--- config.mk ---
export PLATFORM = sky130hd
export DESIGN_NAME = dram_rule_eval
export DESIGN_NICKNAME = d
export VERILOG_FILES = /design/src/rtl/dram_chk_pkg.sv /design/src/rtl/dram_rule_eval.sv
export SDC_FILE = /design/constraint.sdc
export NUM_CORES = 1
export LEC_CHECK = 0
export BUFFER_PORTS_ARGS = -buffer_cell sky130_fd_sc_hd__buf_4
export CORE_AREA = 2 2 352 354
export DETAILED_ROUTE_END_ITERATION = 10
export DIE_AREA = 0 0 354 356
export PLACE_DENSITY_LB_ADDON = 0.1
export SLEW_MARGIN = 20
export SYNTH_ARGS = -nofsm -noshare
export SYNTH_HDL_FRONTEND = slang
export SYNTH_SLANG_ARGS = --single-unit
--- constraint.sdc ---
create_clock -name vclk -period 12.33
set_input_delay 2.466 -clock vclk [all_inputs]
set_output_delay 2.466 -clock vclk [all_outputs]
set_load 0.005 [all_outputs]
--- src/rtl/dram_chk_pkg.sv ---
`timescale 1ns/1ps
package dram_chk_pkg;
    localparam int CFG_W = 63;

    typedef enum logic [2:0] {
        OP_NOP = 3'd0, OP_ACT = 3'd1, OP_RD = 3'd2, OP_WR = 3'd3,
        OP_PRE = 3'd4, OP_PREALL = 3'd5
    } dram_op_e;

    typedef enum logic [1:0] {
        MODE_DDR4 = 2'd0, MODE_DDR5 = 2'd1, MODE_LP4 = 2'd2, MODE_LP5X = 2'd3
    } dram_mode_e;

    typedef enum logic [3:0] {
        CAUSE_NONE = 4'd0, CAUSE_RCD = 4'd1, CAUSE_RCDW = 4'd2, CAUSE_RAS = 4'd3,
        CAUSE_WRPRE = 4'd4, CAUSE_RDPRE = 4'd5, CAUSE_RP = 4'd6, CAUSE_PPD = 4'd7,
        CAUSE_CLOSED = 4'd8, CAUSE_REOPEN = 4'd9
    } cause_e;

    typedef struct packed {
        logic [7:0] rp_gap;
        logic [7:0] act_col;
        logic [7:0] act_wr;
        logic [8:0] act_pre;
        logic [6:0] rd_pre;
        logic [9:0] wr_pre;
        logic [3:0] pre_pre;
        logic [4:0] all_ext;
        logic [3:0] derate;
    } tcfg_t;

    function automatic logic is_low_power(dram_mode_e m);
        return (m == MODE_LP4) || (m == MODE_LP5X);
    endfunction
endpackage

--- src/rtl/dram_rule_eval.sv ---
`timescale 1ns/1ps
module dram_rule_eval
    import dram_chk_pkg::*;
#(
    parameter int NUM_RANKS      = 2,
    parameter int BANKS_PER_RANK = 8,
    parameter int CNT_W          = 12,
    localparam int RANK_W = $clog2(NUM_RANKS),
    localparam int BANK_W = $clog2(BANKS_PER_RANK),
    localparam int NBT    = NUM_RANKS * BANKS_PER_RANK
) (
    input  dram_op_e          op,
    input  logic [RANK_W-1:0] rank,
    input  logic [BANK_W-1:0] bank,
    input  dram_mode_e        mode,
    input  logic              hot,
    input  tcfg_t             cfg,
    input  logic [NBT-1:0]    open_v,
    input  logic [NBT-1:0]    pall_v,
    input  logic [CNT_W-1:0]  el_act [NBT],
    input  logic [CNT_W-1:0]  el_rd  [NBT],
    input  logic [CNT_W-1:0]  el_wr  [NBT],
    input  logic [CNT_W-1:0]  el_pre [NBT],
    input  logic [CNT_W-1:0]  el_pp  [NUM_RANKS],
    output cause_e            cause,
    output logic [BANK_W-1:0] fault_bank
);
    logic             lp;
    logic [CNT_W-1:0] der, lim_col, lim_wr, lim_ras, lim_wrpre, lim_rdpre, lim_ppd;
    logic [CNT_W-1:0] lim_rp_one, lim_rp_all;
    logic             ppd_bad;
    cause_e           pre_c [NBT];

    always_comb begin
        lp         = is_low_power(mode);
        der        = (hot && lp) ? CNT_W'(cfg.derate) : '0;
        lim_col    = CNT_W'(cfg.act_col) + der;
        lim_wr     = CNT_W'(cfg.act_wr)  + der;
        lim_ras    = CNT_W'(cfg.act_pre) + der;
        lim_wrpre  = CNT_W'(cfg.wr_pre)  + der;
        lim_rdpre  = CNT_W'(cfg.rd_pre)  + der;
        lim_ppd    = CNT_W'(cfg.pre_pre) + der;
        lim_rp_one = CNT_W'(cfg.rp_gap)  + der;
        lim_rp_all = lim_rp_one + (lp ? CNT_W'(cfg.all_ext) : '0);
        ppd_bad    = (mode != MODE_DDR5) && (el_pp[rank] < lim_ppd);

        for (int g = 0; g < NBT; g++) begin
            pre_c[g] = CAUSE_NONE;
            if (open_v[g]) begin
                if (el_act[g] < lim_ras)        pre_c[g] = CAUSE_RAS;
                else if (el_wr[g] < lim_wrpre)  pre_c[g] = CAUSE_WRPRE;
                else if (el_rd[g] < lim_rdpre)  pre_c[g] = CAUSE_RDPRE;
            end
        end

        cause      = CAUSE_NONE;
        fault_bank = bank;
        case (op)
            OP_ACT: begin
                if (open_v[{rank, bank}])
                    cause = CAUSE_REOPEN;
                else if (el_pre[{rank, bank}] < (pall_v[{rank, bank}] ? lim_rp_all : lim_rp_one))
                    cause = CAUSE_RP;
            end
            OP_RD: begin
                if (!open_v[{rank, bank}])               cause = CAUSE_CLOSED;
                else if (el_act[{rank, bank}] < lim_col) cause = CAUSE_RCD;
            end
            OP_WR: begin
                if (!open_v[{rank, bank}])               cause = CAUSE_CLOSED;
                else if (mode == MODE_LP5X) begin
                    if (el_act[{rank, bank}] < lim_wr)   cause = CAUSE_RCDW;
                end else if (el_act[{rank, bank}] < lim_col)
                    cause = CAUSE_RCD;
            end
            OP_PRE: begin
                if (pre_c[{rank, bank}] != CAUSE_NONE) cause = pre_c[{rank, bank}];
                else if (ppd_bad)                       cause = CAUSE_PPD;
            end
            OP_PREALL: begin
                for (int b = BANKS_PER_RANK - 1; b >= 0; b--) begin
                    if (pre_c[{rank, BANK_W'(b)}] != CAUSE_NONE) begin
                        cause      = pre_c[{rank, BANK_W'(b)}];
                        fault_bank = BANK_W'(b);
                    end
                end
                if (cause == CAUSE_NONE && ppd_bad) cause = CAUSE_PPD;
            end
            default: ;
        endcase
    end
endmodule

== Yosys cells after proc, flatten, opt, wreduce, memory -nomap -nowiden ==
Index checks and enable logic that the tools add are counted.

* Bits in writable memories: 0
* Register bits after elaboration: 0
* Memories: 0
* ROM bits: 0
* Word-level logic and storage cells: 239
* Bits in latches: 0
* Output and inout bits: 7

* Bitwise logic cells: 10
* $add $sub $neg: 8
* Multiplexer cells: 136
* Shifts and indexed selects: 0
* $lt $le $gt $ge: 63
* Multiply operators: 0
* Equal/unequal tests: 8
* Div/mod/pow operators: 0
* Reductions and logical operators: 14

{| class="wikitable"
|+ Operators by type and width
! operator !! count
|-
| $mux 3 || 75
|-
| $lt 12x10->1 || 17
|-
| $lt 12x11->1 || 16
|-
| $lt 12x8->1 || 16
|-
| $bmux 4 s4 || 9
|-
| $mux 4 || 34
|-
| $bmux 12 s4 || 2
|-
| $mux 12 || 7
|-
| $ge 5x5->1 const B || 9
|-
| $not 4->5 || 9
|-
| $reduce_bool 4->1 || 9
|-
| $add 8x4->9 || 3
|-
| $lt 12x9->1 || 2
|-
| $pmux 4 s5 || 1
|-
| $lt 12x5->1 || 1
|-
| $add 10x4->11 || 1
|-
| $add 9x4->10 || 1
|-
| $add 9x5->10 || 1
|-
| $mux 10 || 1
|-
| $add 7x4->8 || 1
|-
| $bmux 1 s4 || 2
|-
| $eq 3x2->1 const B || 2
|-
| $eq 3x3->1 const B || 2
|-
| $add 4x4->5 || 1
|-
| 12 further kinds || 17
|}

== Longest topological paths before layout ==
Gate-level depths: netlist (run 1).

* Word-level depth: 27
* Mapped depth: 26
* Depth with buffers taken out: 22

== Worst setup path before layout (run 1) ==
OpenSTA, ideal clock, no wires.

* Path type: input to output
* Start point: input port mode[1]
* End point: output port cause[2]
* Data required time: 9.864 ns
* Slack: 1.434 ns
* Stages: 26
* Arrival: 8.430 ns
* Path buffers: 4
* Path through: buf_4 > buf_1 > and3_1 > clkbuf_1 > buf_1 > xor2_1 > ha_1 > a21o_1 > maj3_1 > a21oi_1 > nor2_1 > nand3_1 > xor2_1 > ha_1 > o2111ai_1 > a211o_1 > nor4_1 > a221oi_1 > o211a_1 > o21a_1 > o311ai_0 > nand2_1 > a31o_1 > a21oi_1 > o22ai_1 > or4b_1

* Cells in the longest elaborated chain, start to end: 27

{| class="wikitable"
|+ Ends and longest elaborated chain
! element !! line !! text
|-
| start, declared || dram_rule_eval.sv:15 || <nowiki>input dram_mode_e mode,</nowiki>
|-
| $eq 2x2->1 (on tied branches) || dram_chk_pkg.sv:33, dram_rule_eval.sv:71 ||
|-
| $logic_or 1x1->1 || dram_chk_pkg.sv:33 || <nowiki>return (m == MODE_LP4) || (m == MODE_LP5X);</nowiki>
|-
| $logic_and 1x1->1 || dram_rule_eval.sv:36 || <nowiki>der = (hot && lp) ? CNT_W'(cfg.derate) : '0;</nowiki>
|-
| $mux 4 || dram_rule_eval.sv:36 ||
|-
| $add 7x4->8 || dram_rule_eval.sv:41 || <nowiki>lim_rdpre = CNT_W'(cfg.rd_pre) + der;</nowiki>
|-
| $lt 12x8->1 || dram_rule_eval.sv:52 || <nowiki>else if (el_rd[g] < lim_rdpre) pre_c[g] = CAUSE_RDPRE;</nowiki>
|-
| $mux 3 || dram_rule_eval.sv:52 ||
|-
| $mux 3 || dram_rule_eval.sv:51 || <nowiki>else if (el_wr[g] < lim_wrpre) pre_c[g] = CAUSE_WRPRE;</nowiki>
|-
| (+3 left out) || - ||
|-
| $mux 4 (not written as such) (2 in series) || dram_rule_eval.sv:82, dram_rule_eval.sv:83 ||
|-
| $reduce_bool 4->1 || dram_rule_eval.sv:82 || <nowiki>if (pre_c[{rank, BANK_W'(b)}] != CAUSE_NONE) begin</nowiki>
|-
| $mux 4 (8 in series) || dram_rule_eval.sv:82 ||
|-
| $mux 4 || dram_rule_eval.sv:58 || <nowiki>case (op)</nowiki>
|-
| $logic_not 4->1 || dram_rule_eval.sv:87 || <nowiki>if (cause == CAUSE_NONE && ppd_bad) cause = CAUSE_PPD;</nowiki>
|-
| $logic_and 1x1->1 || dram_rule_eval.sv:87 ||
|-
| $mux 4 || dram_rule_eval.sv:87 ||
|-
| $pmux 4 s5 * || dram_rule_eval.sv:58 ||
|-
| end, declared || dram_rule_eval.sv:25 || <nowiki>output cause_e cause,</nowiki>
|}

Every way passes the cells marked *; elsewhere a longest branch is shown, timed or not. The select of a mux whose other input is x is not followed.

== Worst setup path in the final report (run 1) ==
Same ends and word-level chain as after synthesis.

==> flow_summary.yaml, run 1 <==
status:
  status: "finished, final reports clean"
critical_path:
  cp.arrival_ns: 9.02
  cp_top_family: "compound AO/OA/AOI/OAI gates"
  cp-start-kind: "primary input"
  crit_type: "in2out"
  path_cells: "buf_4, and3_1, xor2_1, ha_1, a21o_1, maj3_1, a21oi_1, xor2_2, ha_1, o2111ai_1, a211o_1, nor4_1, a221oi_1, o211a_1, o21a_1, o311ai_0, and2_1, nor3b_1, a21oi_1, o22ai_1, or4b_1, buf_4"
  cp.required_ns: 9.86
  path_max_fanout: 17
  slowest_stage: "or4b_1"
  crit_path_end_kind: "primary output"
  critPathMaxStageDelay_ns: 0.78
  worst-path-buf-inv: 2
timing:
  setup_violations: 0
  rsz0062_at_grt: "false"
  tns_ns: 0
  maxSlewViolCount: 0
  post-route-min-period_ns: 11.49
  slew_headroom: 0.337
  worst_pin_slew_ns: 0.992
  hold_violations: 0
  fmax_mhz: 87.0
  min_period_over_period: 0.932
  setup_ws_ns: 0.841
drt:
  ant_nets: 0
  vias: 20400
  drtPass1Iterations: 5
  drc: 0
  drt_wl_total_um: 127000
  vias_per_cell: 4.50
  routedWlPerCell_um: 28.0
  drt-initial-drc-count: 1006
power:
  p_switching_w: 0.000557
  pwr-share-seq: 0
  pwr-share-comb: 1.000
  power_density_nw_per_um2: 41.0
  p_sw_frac: 0.526
  ir_drop_mv: 0.0481
  leakage_nw: 11.6
  p_int_w: 0.000502
  p_clk_frac: 0
final_layout:
  seq_area_um2: 0
  area_delta_synth_final_pct: 54.0
  nNetsFinal: 4196
  drive_above_1_share: 0.390
  layout_common_cells: "buf_4 (948), ha_1 (423), nand2_1 (138)"
  design_area_um2: 25800
  final_common_cell: "buf_4"
  nClkBuffers: 0
  final_util: 0.211
  design.seq.count: 0
die:
  die_x_um: 354
  dieArea_um2: 126000
  initial_utilization: 0.137
  coreArea_um2: 123000
  ios: 904
  row_count: 129
  die_y_um: 356
global_route:
  grt_use_total: 0.191
  grt_pass1_wl_um: 169000
  grt-ovfl-total: 0
  antenna_found_initial: 47
  grt_pass1_vias: 21100
  grt_max_degree: 75
worst_hold_path:
  hold_path.class: "in2out"
yosys:
  syn_inst: 1987
  syn_area_per_cell_um2: 8.44
  ys_seq_area_frac: 0
  synth_cell_type_count: 95
  syn_nets: 3308
  ys_warn_count: 0
  synth.cell_area_um2: 16800
placed_design:
  place_ws_ns: 0.710
  io_buffers: 904
  hpwlAfterDp_um: 114000
  gp_congestion: 0.852
  dpl-instance-area_um2: 25800
job:
  maxCapViolations: 0
clocking:
  postCtsHoldBufs: 0
  cts_resized: 0
  post_cts_buffers: 0
==> synthesized netlist by cell type (14+ instances only) <==
cell,instances,share of area
nor3_1,50,0.015
a21o_1,52,0.023
a2111oi_0,19,0.0099
o21ai_0,95,0.028
a31oi_1,42,0.016
xnor2_1,28,0.015
clkbuf_1,35,0.0078
nor2_1,95,0.021
nand2_1,138,0.031
nand3_1,62,0.018
o31ai_1,26,0.012
and3_1,20,0.0075
mux4_2,109,0.15
a211oi_1,41,0.018
nor4_1,39,0.015
inv_1,62,0.014
o21a_1,25,0.011
nor2b_1,31,0.012
and2_1,25,0.0093
a21oi_1,132,0.039
buf_1,14,0.0031
xor2_1,29,0.015
nand4_1,22,0.0082
nand2b_1,41,0.015
o211ai_1,33,0.015
ha_1,423,0.32
==> metrics by stage <==
step | total power [W] | instances | hold slack [ns]
final | 0.00106 | 4532 | 5.29
after CTS | 0.00108 | 4510 | 5.30
after global routing | 0.00117 | 4522 | 5.32
after floorplan | 0.000522 | 1987 | 4.96
after global placement | 0.00108 | 4510 | 5.29
after detailed placement | 0.00107 | 4510 | 5.30
==> cell type report <==
| class | count | area (µm²) |
|---|---|---|
| Antenna cell | 22 | 55.1 |
| Timing Repair Buffer | 950 | 7150 |
| Tap cell | 1637 | 2050 |
| Multi-Input combinational cell | 1860 | 16300 |
| Fill cell | 13800 | 96800 |
| Inverter | 63 | 236 |
==> power groups by stage <==
stage	Clock, W	Combinational [W]	Sequential [W]
6_report	0.000000000159	0.00106	0
5_1_grt	0.000000000131	0.00117	0
4_1_cts	0	0.00108	0
3_5_place_dp	0	0.00107	0
3_3_place_gp	0	0.00108	0
2_1_floorplan	0	0.000522	0
==> kinds of logic after synthesis <==
| logic type | count (synthesis) | share of synthesized area |
|---|---|---|
| simple gates | 584 | 0.180 |
| other cells | 1 | 0.000224 |
| xor+xnor | 59 | 0.0321 |
| mux | 126 | 0.157 |
| compound gates | 653 | 0.275 |
| buf+inv | 127 | 0.0314 |
| fa+ha+maj | 437 | 0.324 |
==> worst min-delay path: cells and delay by family <==
kind	cells	cell delay, ns
buf+inv	2	0.29
simple gates	1	0.07
==> per-layer routing <==
layer | part of all wire | global-route usage | up-vias
met1 | 0.40 | 0.223 | 9577
met4 | 0.027 | 0.0481 | 42
met3 | 0.073 | 0.0507 | 129
li1 | - | - | 9917
met2 | 0.50 | 0.342 | 737
met5 | 0.0020 | 0 | -
==> final timing paths <==
kind,startpoint,endpoint,slack [ns],depth (start not counted)
max,mode[1],cause[2],0.84,22
min,op[2],cause[3],5.29,3
Power figures use the tool's default switching activity.
==> run 2, diff against run 1 <==
PLACE_DENSITY = 0.4   (was not set)
PLACE_DENSITY_LB_ADDON = not set   (was 0.1)
==> flow_summary.yaml, run 2 (synthesis gave the netlist of run 1 again) <==
final_layout:
  area_delta_synth_final_pct: 54.5
  seq_area_um2: 0
  nNetsFinal: 4210
  nClkBuffers: 0
  layout_common_cells: "buf_4 (963), ha_1 (423), nand2_1 (138)"
  drive_above_1_share: 0.393
  final_common_cell: "buf_4"
  fill_cells: 13800
  design.seq.count: 0
  design_area_um2: 25900
critical_path:
  cp.arrival_ns: 8.87
  cp.required_ns: 9.86
  cp_common_cell: "buf_4"
  path_cells: "buf_4, and3_1, buf_4, o21ai_0, a31oi_1, a21oi_1, nor2b_1, nand3_1, buf_4, ha_1, a2111oi_0, nand2_1, a31oi_1, buf_4, and2_1, inv_1, mux4_2, mux4_2, o211a_1, or4b_1, buf_4"
  cp-start-kind: "primary input"
  path_max_fanout: 17
  slowest_stage: "a2111oi_0"
  worst-path-buf-inv: 6
  critPathMaxStageDelay_ns: 0.93
  crit_path_end_kind: "primary output"
  cp_top_family: "simple AND/OR/NAND/NOR gates"
  crit_type: "in2out"
drt:
  drt_wl_total_um: 124000
  vias_per_cell: 4.57
  ant_nets: 0
  drtPass1Iterations: 5
  drc: 0
  vias: 20800
  routedWlPerCell_um: 27.4
  drt-initial-drc-count: 1271
placed_design:
  gp_congestion: 0.877
  dpl-instance-area_um2: 25900
  io_buffers: 904
  hpwlAfterDp_um: 112000
power:
  p_clk_frac: 0
  p_int_w: 0.000503
  pwr-share-seq: 0
  ir_drop_mv: 0.0146
  p_switching_w: 0.000562
  p_sw_frac: 0.528
  leakage_nw: 11.6
  power_density_nw_per_um2: 41.1
  pwr-share-comb: 1.000
die:
  ios: 904
  dieArea_um2: 126000
  coreArea_um2: 123000
  die_x_um: 354
  die_y_um: 356
  initial_utilization: 0.137
  row_count: 129
clocking:
  post_cts_buffers: 0
  cts_resized: 0
  postCtsHoldBufs: 0
timing:
  maxSlewViolCount: 0
  rsz0062_at_grt: "false"
  setup_violations: 0
  min_period_over_period: 0.919
  post-route-min-period_ns: 11.33
  tns_ns: 0
  hold_violations: 0
  slew_headroom: 0.260
  worst_pin_slew_ns: 1.08
  fmax_mhz: 88.2
job:
  maxCapViolations: 0
global_route:
  grt_max_degree: 60
  grt_use_total: 0.187
  grt_pass1_vias: 21000
  antenna_found_initial: 66
  grt_pass1_wl_um: 166000
  grt-ovfl-total: 0
status:
  status: "finished, final reports clean"
worst_hold_path:
  hold_path.class: "in2out"
==> run 2: cell count changes in the layout (fill, tap and decap cells not counted), sizes merged <==
cell,before,now
buf,949,964
clkbuf,1,0
diode,22,19
==> run 2: final cells by class <==
class	instances	area (µm²)	share of cell area
multi-input combinational	1860	16300	0.631
antenna	19	47.5	0.00183
inverter	63	236	0.00913
tap	1637	2050	0.0790
timing repair buffer	964	7240	0.279
==> run 2: power groups by stage <==
stage / registers, W / clock network (W) / logic (W)
finish: 0 / 0.000000000176 / 0.00106
global route: 0 / 0.000000000120 / 0.00118
CTS: 0 / 0 / 0.00108
detailed placement: 0 / 0 / 0.00107
global placement: 0 / 0 / 0.00107
floorplan: 0 / 0 / 0.000522
==> run 2: per-stage QoR <==
step                instances  hold WS [ns]   util  setup WS, ns  power [W]
floorplan                1987          4.96      -          1.43   0.000522
global placement         4524          5.31  0.211         0.888    0.00107
detailed placement       4524          5.32  0.211         0.838    0.00107
CTS                      4524          5.32  0.211         0.825    0.00108
global route             4535          5.34  0.211         0.490    0.00118
finish                   4543          5.30  0.211         0.996    0.00106
==> run 2: per-layer routing <==
metal  track usage  routed length (µm)
met5             0                 414
met4        0.0381                2570
met1         0.236               52800
met3        0.0565               10500
met2         0.312               58000
==> run 2: worst min-delay path: stages <==
cell	delay (ns)
buf_4	0.13
nor2_1	0.07
buf_4	0.16
==> run 2: worst paths after layout <==
| kind | depth (start not counted) | to | startpoint | slack, ns |
|---|---|---|---|---|
| hold / removal | 3 | cause[3] | op[2] | 5.30 |
| setup / recovery | 21 | cause[2] | mode[1] | 1.0 |
==> run 3, diff against run 2 <==
CORE_AREA = 2 2 351 353   (was 2 2 352 354)
DIE_AREA = 0 0 353 355   (was 0 0 354 356)
MAX_ROUTING_LAYER = met4   (was not set)
==> flow_summary.yaml, run 3 <==
yosys:
  ys_seq_area_frac: 0
  syn_area_per_cell_um2: 8.44
  synth_top_area_frac: 0.316
  synth.cell_area_um2: 16800
  netlist_top_cells_area: "ha_1 (32%), mux4_2 (15%), a21oi_1 (3.9%), nand2_1 (3.1%), o21ai_0 (2.8%)"
  synth_cell_type_count: 95
  yosys.area.top_type: "ha_1"
  syn_inst: 1987
  syn_nets: 3308
  synth_commonest_cells: "ha_1 (423), nand2_1 (138), a21oi_1 (132)"
  synth.most_common_cell: "ha_1"
  ys_warn_count: 0
clocking:
  postCtsHoldBufs: 0
  post_cts_buffers: 0
  cts_resized: 0
die:
  row_count: 128
  ios: 904
  initial_utilization: 0.138
  die_y_um: 355
  die_x_um: 353
placed_design:
  gp_congestion: 0.910
  io_buffers: 904
  dpl-instance-area_um2: 25800
  hpwlAfterDp_um: 107000
  dp_cells: 4510
status:
  error: "[ERROR DRT-0255] Maze Route cannot find path of net fault_bank[2] in worker of routeBox ( 338100 96600 ) ( 353000 144900 )."
  status: "did not finish"
  lastStage: "detailed routing (5_2_route)"
global_route:
  antenna_found_initial: 57
  grt_max_degree: 61
  grt_pass1_wl_um: 159000
  grt_use_total: 0.184
  grt_pass1_vias: 20800
  grt-ovfl-total: 0
[run 3: cell counts after synthesis]
No cell type changed its count.
[run 3: cells by family after synthesis]
family                   Yosys count  share of synthesized area
other                              1                   0.000224
multiplexers                     126                      0.157
buffers and inverters            127                     0.0314
adder cells (fa/ha/maj)          437                      0.324
AO/OA/AOI/OAI                    653                      0.275
XOR/XNOR                          59                     0.0321
AND/OR/NAND/NOR                  584                      0.180
[run 3: metrics by stage]
| step | hold WS [ns] | worst slack (ns) |
|---|---|---|
| 3_5_place_dp | 5.27 | 1.16 |
| 3_3_place_gp | 5.27 | 1.25 |
| 4_1_cts | 5.27 | 1.14 |
| 5_1_grt | 5.30 | 0.761 |
| 2_1_floorplan | 4.96 | 1.43 |
[run 3: routing by layer]
layer,GRT usage
met1,0.222
met2,0.306
met3,0.0487
met4,0.0426
met5,-
==> run 4, diff against run 3 <==
CORE_AREA = 2 2 350 352   (was 2 2 351 353)
DIE_AREA = 0 0 352 354   (was 0 0 353 355)
MAX_ROUTING_LAYER = not set   (was met4)
PLACE_DENSITY = not set   (was 0.4)
PLACE_DENSITY_LB_ADDON = 0.15   (was not set)
==> flow_summary.yaml, run 4 (synthesis gave the netlist of run 1 again) <==
status:
  status: "finished, final reports clean"
power:
  p_clk_frac: 0
  p_switching_w: 0.000555
  ir_drop_mv: 0.0185
  p_int_w: 0.000501
  leakage_nw: 11.6
  pwr-share-comb: 1.000
  pwr-share-seq: 0
  power_density_nw_per_um2: 41.0
  finalPower_w: 0.00106
  p_sw_frac: 0.526
drt:
  routedWlPerCell_um: 27.6
  ant_nets: 0
  vias_per_cell: 4.54
  drt_wl_total_um: 125000
  drt-initial-drc-count: 1133
  vias: 20500
  drc: 0
  drtPass1Iterations: 6
final_layout:
  final_common_cell: "buf_4"
  fill_cells: 13500
  seq_area_um2: 0
  area_delta_synth_final_pct: 53.8
  nNetsFinal: 4196
  design.seq.count: 0
  nClkBuffers: 0
  drive_above_1_share: 0.389
  layout_common_cells: "buf_4 (948), ha_1 (423), nand2_1 (138)"
  final_util: 0.213
  multi_input_area_um2: 16300
die:
  row_count: 128
  initial_utilization: 0.139
  ios: 904
  dieArea_um2: 125000
  die_y_um: 354
  die_x_um: 352
  coreArea_um2: 121000
timing:
  min_period_over_period: 0.909
  slew_headroom: 0.243
  setup_violations: 0
  hold_violations: 0
  setup_ws_ns: 1.12
  maxSlewViolCount: 0
  post-route-min-period_ns: 11.21
  fmax_mhz: 89.2
  tns_ns: 0
  worst_pin_slew_ns: 1.12
  rsz0062_at_grt: "false"
  whs_ns: 5.39
critical_path:
  cp_common_cell: "buf_4"
  cp-start-kind: "primary input"
  cp-startpoint: "mode[1]"
  path_cells: "buf_4, and3_1, xor2_1, ha_1, a21o_1, maj3_1, a21oi_1, xor2_2, buf_4, ha_1, o21a_1, o311ai_0, a221oi_1, o21ai_1, o21ai_1, o2111ai_1, nor4_1, nor2_1, o211a_1, or4b_1, buf_4"
  cp.arrival_ns: 8.74
  critPathMaxStageDelay_ns: 0.67
  crit_path_end_kind: "primary output"
  crit_type: "in2out"
  path_max_fanout: 17
  endpoint: "cause[2]"
  slowest_stage: "a221oi_1"
  cp.required_ns: 9.86
worst_hold_path:
  hold_path.class: "in2out"
global_route:
  grt_pass1_wl_um: 168000
  antenna_found_initial: 54
  grt_use_total: 0.191
  grt_pass1_vias: 20900
  grt_max_degree: 83
  grt-ovfl-total: 0
placed_design:
  gp_congestion: 0.901
  hpwlAfterDp_um: 112000
  io_buffers: 904
  place_ws_ns: 1.03
clocking:
  cts_resized: 0
  post_cts_buffers: 0
  postCtsHoldBufs: 0
job:
  maxCapViolations: 0
run 4: worst min-delay path by stage:
stage	start	endpoint	slack, ns	cells past startpoint
floorplan	op[2]	cause[3]	4.96	1
global placement	op[2]	cause[3]	5.40	3
detailed placement	op[2]	cause[3]	5.40	3
CTS	op[2]	cause[3]	5.40	3
global route	op[2]	cause[3]	5.40	3
finish	op[2]	cause[3]	5.39	3
run 4: final cells by class:
class,count,share of cell area
Multi-Input combinational cell,1860,0.632
Antenna cell,23,0.00223
Inverter,63,0.00917
Timing Repair Buffer,950,0.277
Tap cell,1625,0.0788
run 4: worst max-delay path, delay by kind of cell:
family,cells,cell delay (ns)
compound gates,9,2.55
xor+xnor,2,0.53
fa+ha+maj,3,0.82
buf+inv,3,0.75
simple gates,4,1.63
run 4: routing by layer:
metal,vias up,global-route usage,wire [µm]
met3,151,0.0580,10100
met1,9580,0.230,51300
met4,52,0.0611,3670
met5,-,0,330
li1,9898,-,-
met2,843,0.322,59600
run 4: per-stage QoR:
| stage | cell area, µm² | std cells |
|---|---|---|
| after floorplan | 16800 | 1987 |
| after global placement | 25700 | 4498 |
| after detailed placement | 25700 | 4498 |
| after CTS | 25700 | 4498 |
| after global routing | 25800 | 4517 |
| final | 25800 | 4521 |
run 4: power by group through the flow:
stage | sequential [W] | combinational, W | clock, W
floorplan | 0 | 0.000522 | 0
global placement | 0 | 0.00107 | 0
detailed placement | 0 | 0.00106 | 0
CTS | 0 | 0.00107 | 0
global route | 0 | 0.00117 | 0.000000000208
finish | 0 | 0.00106 | 0.000000000227
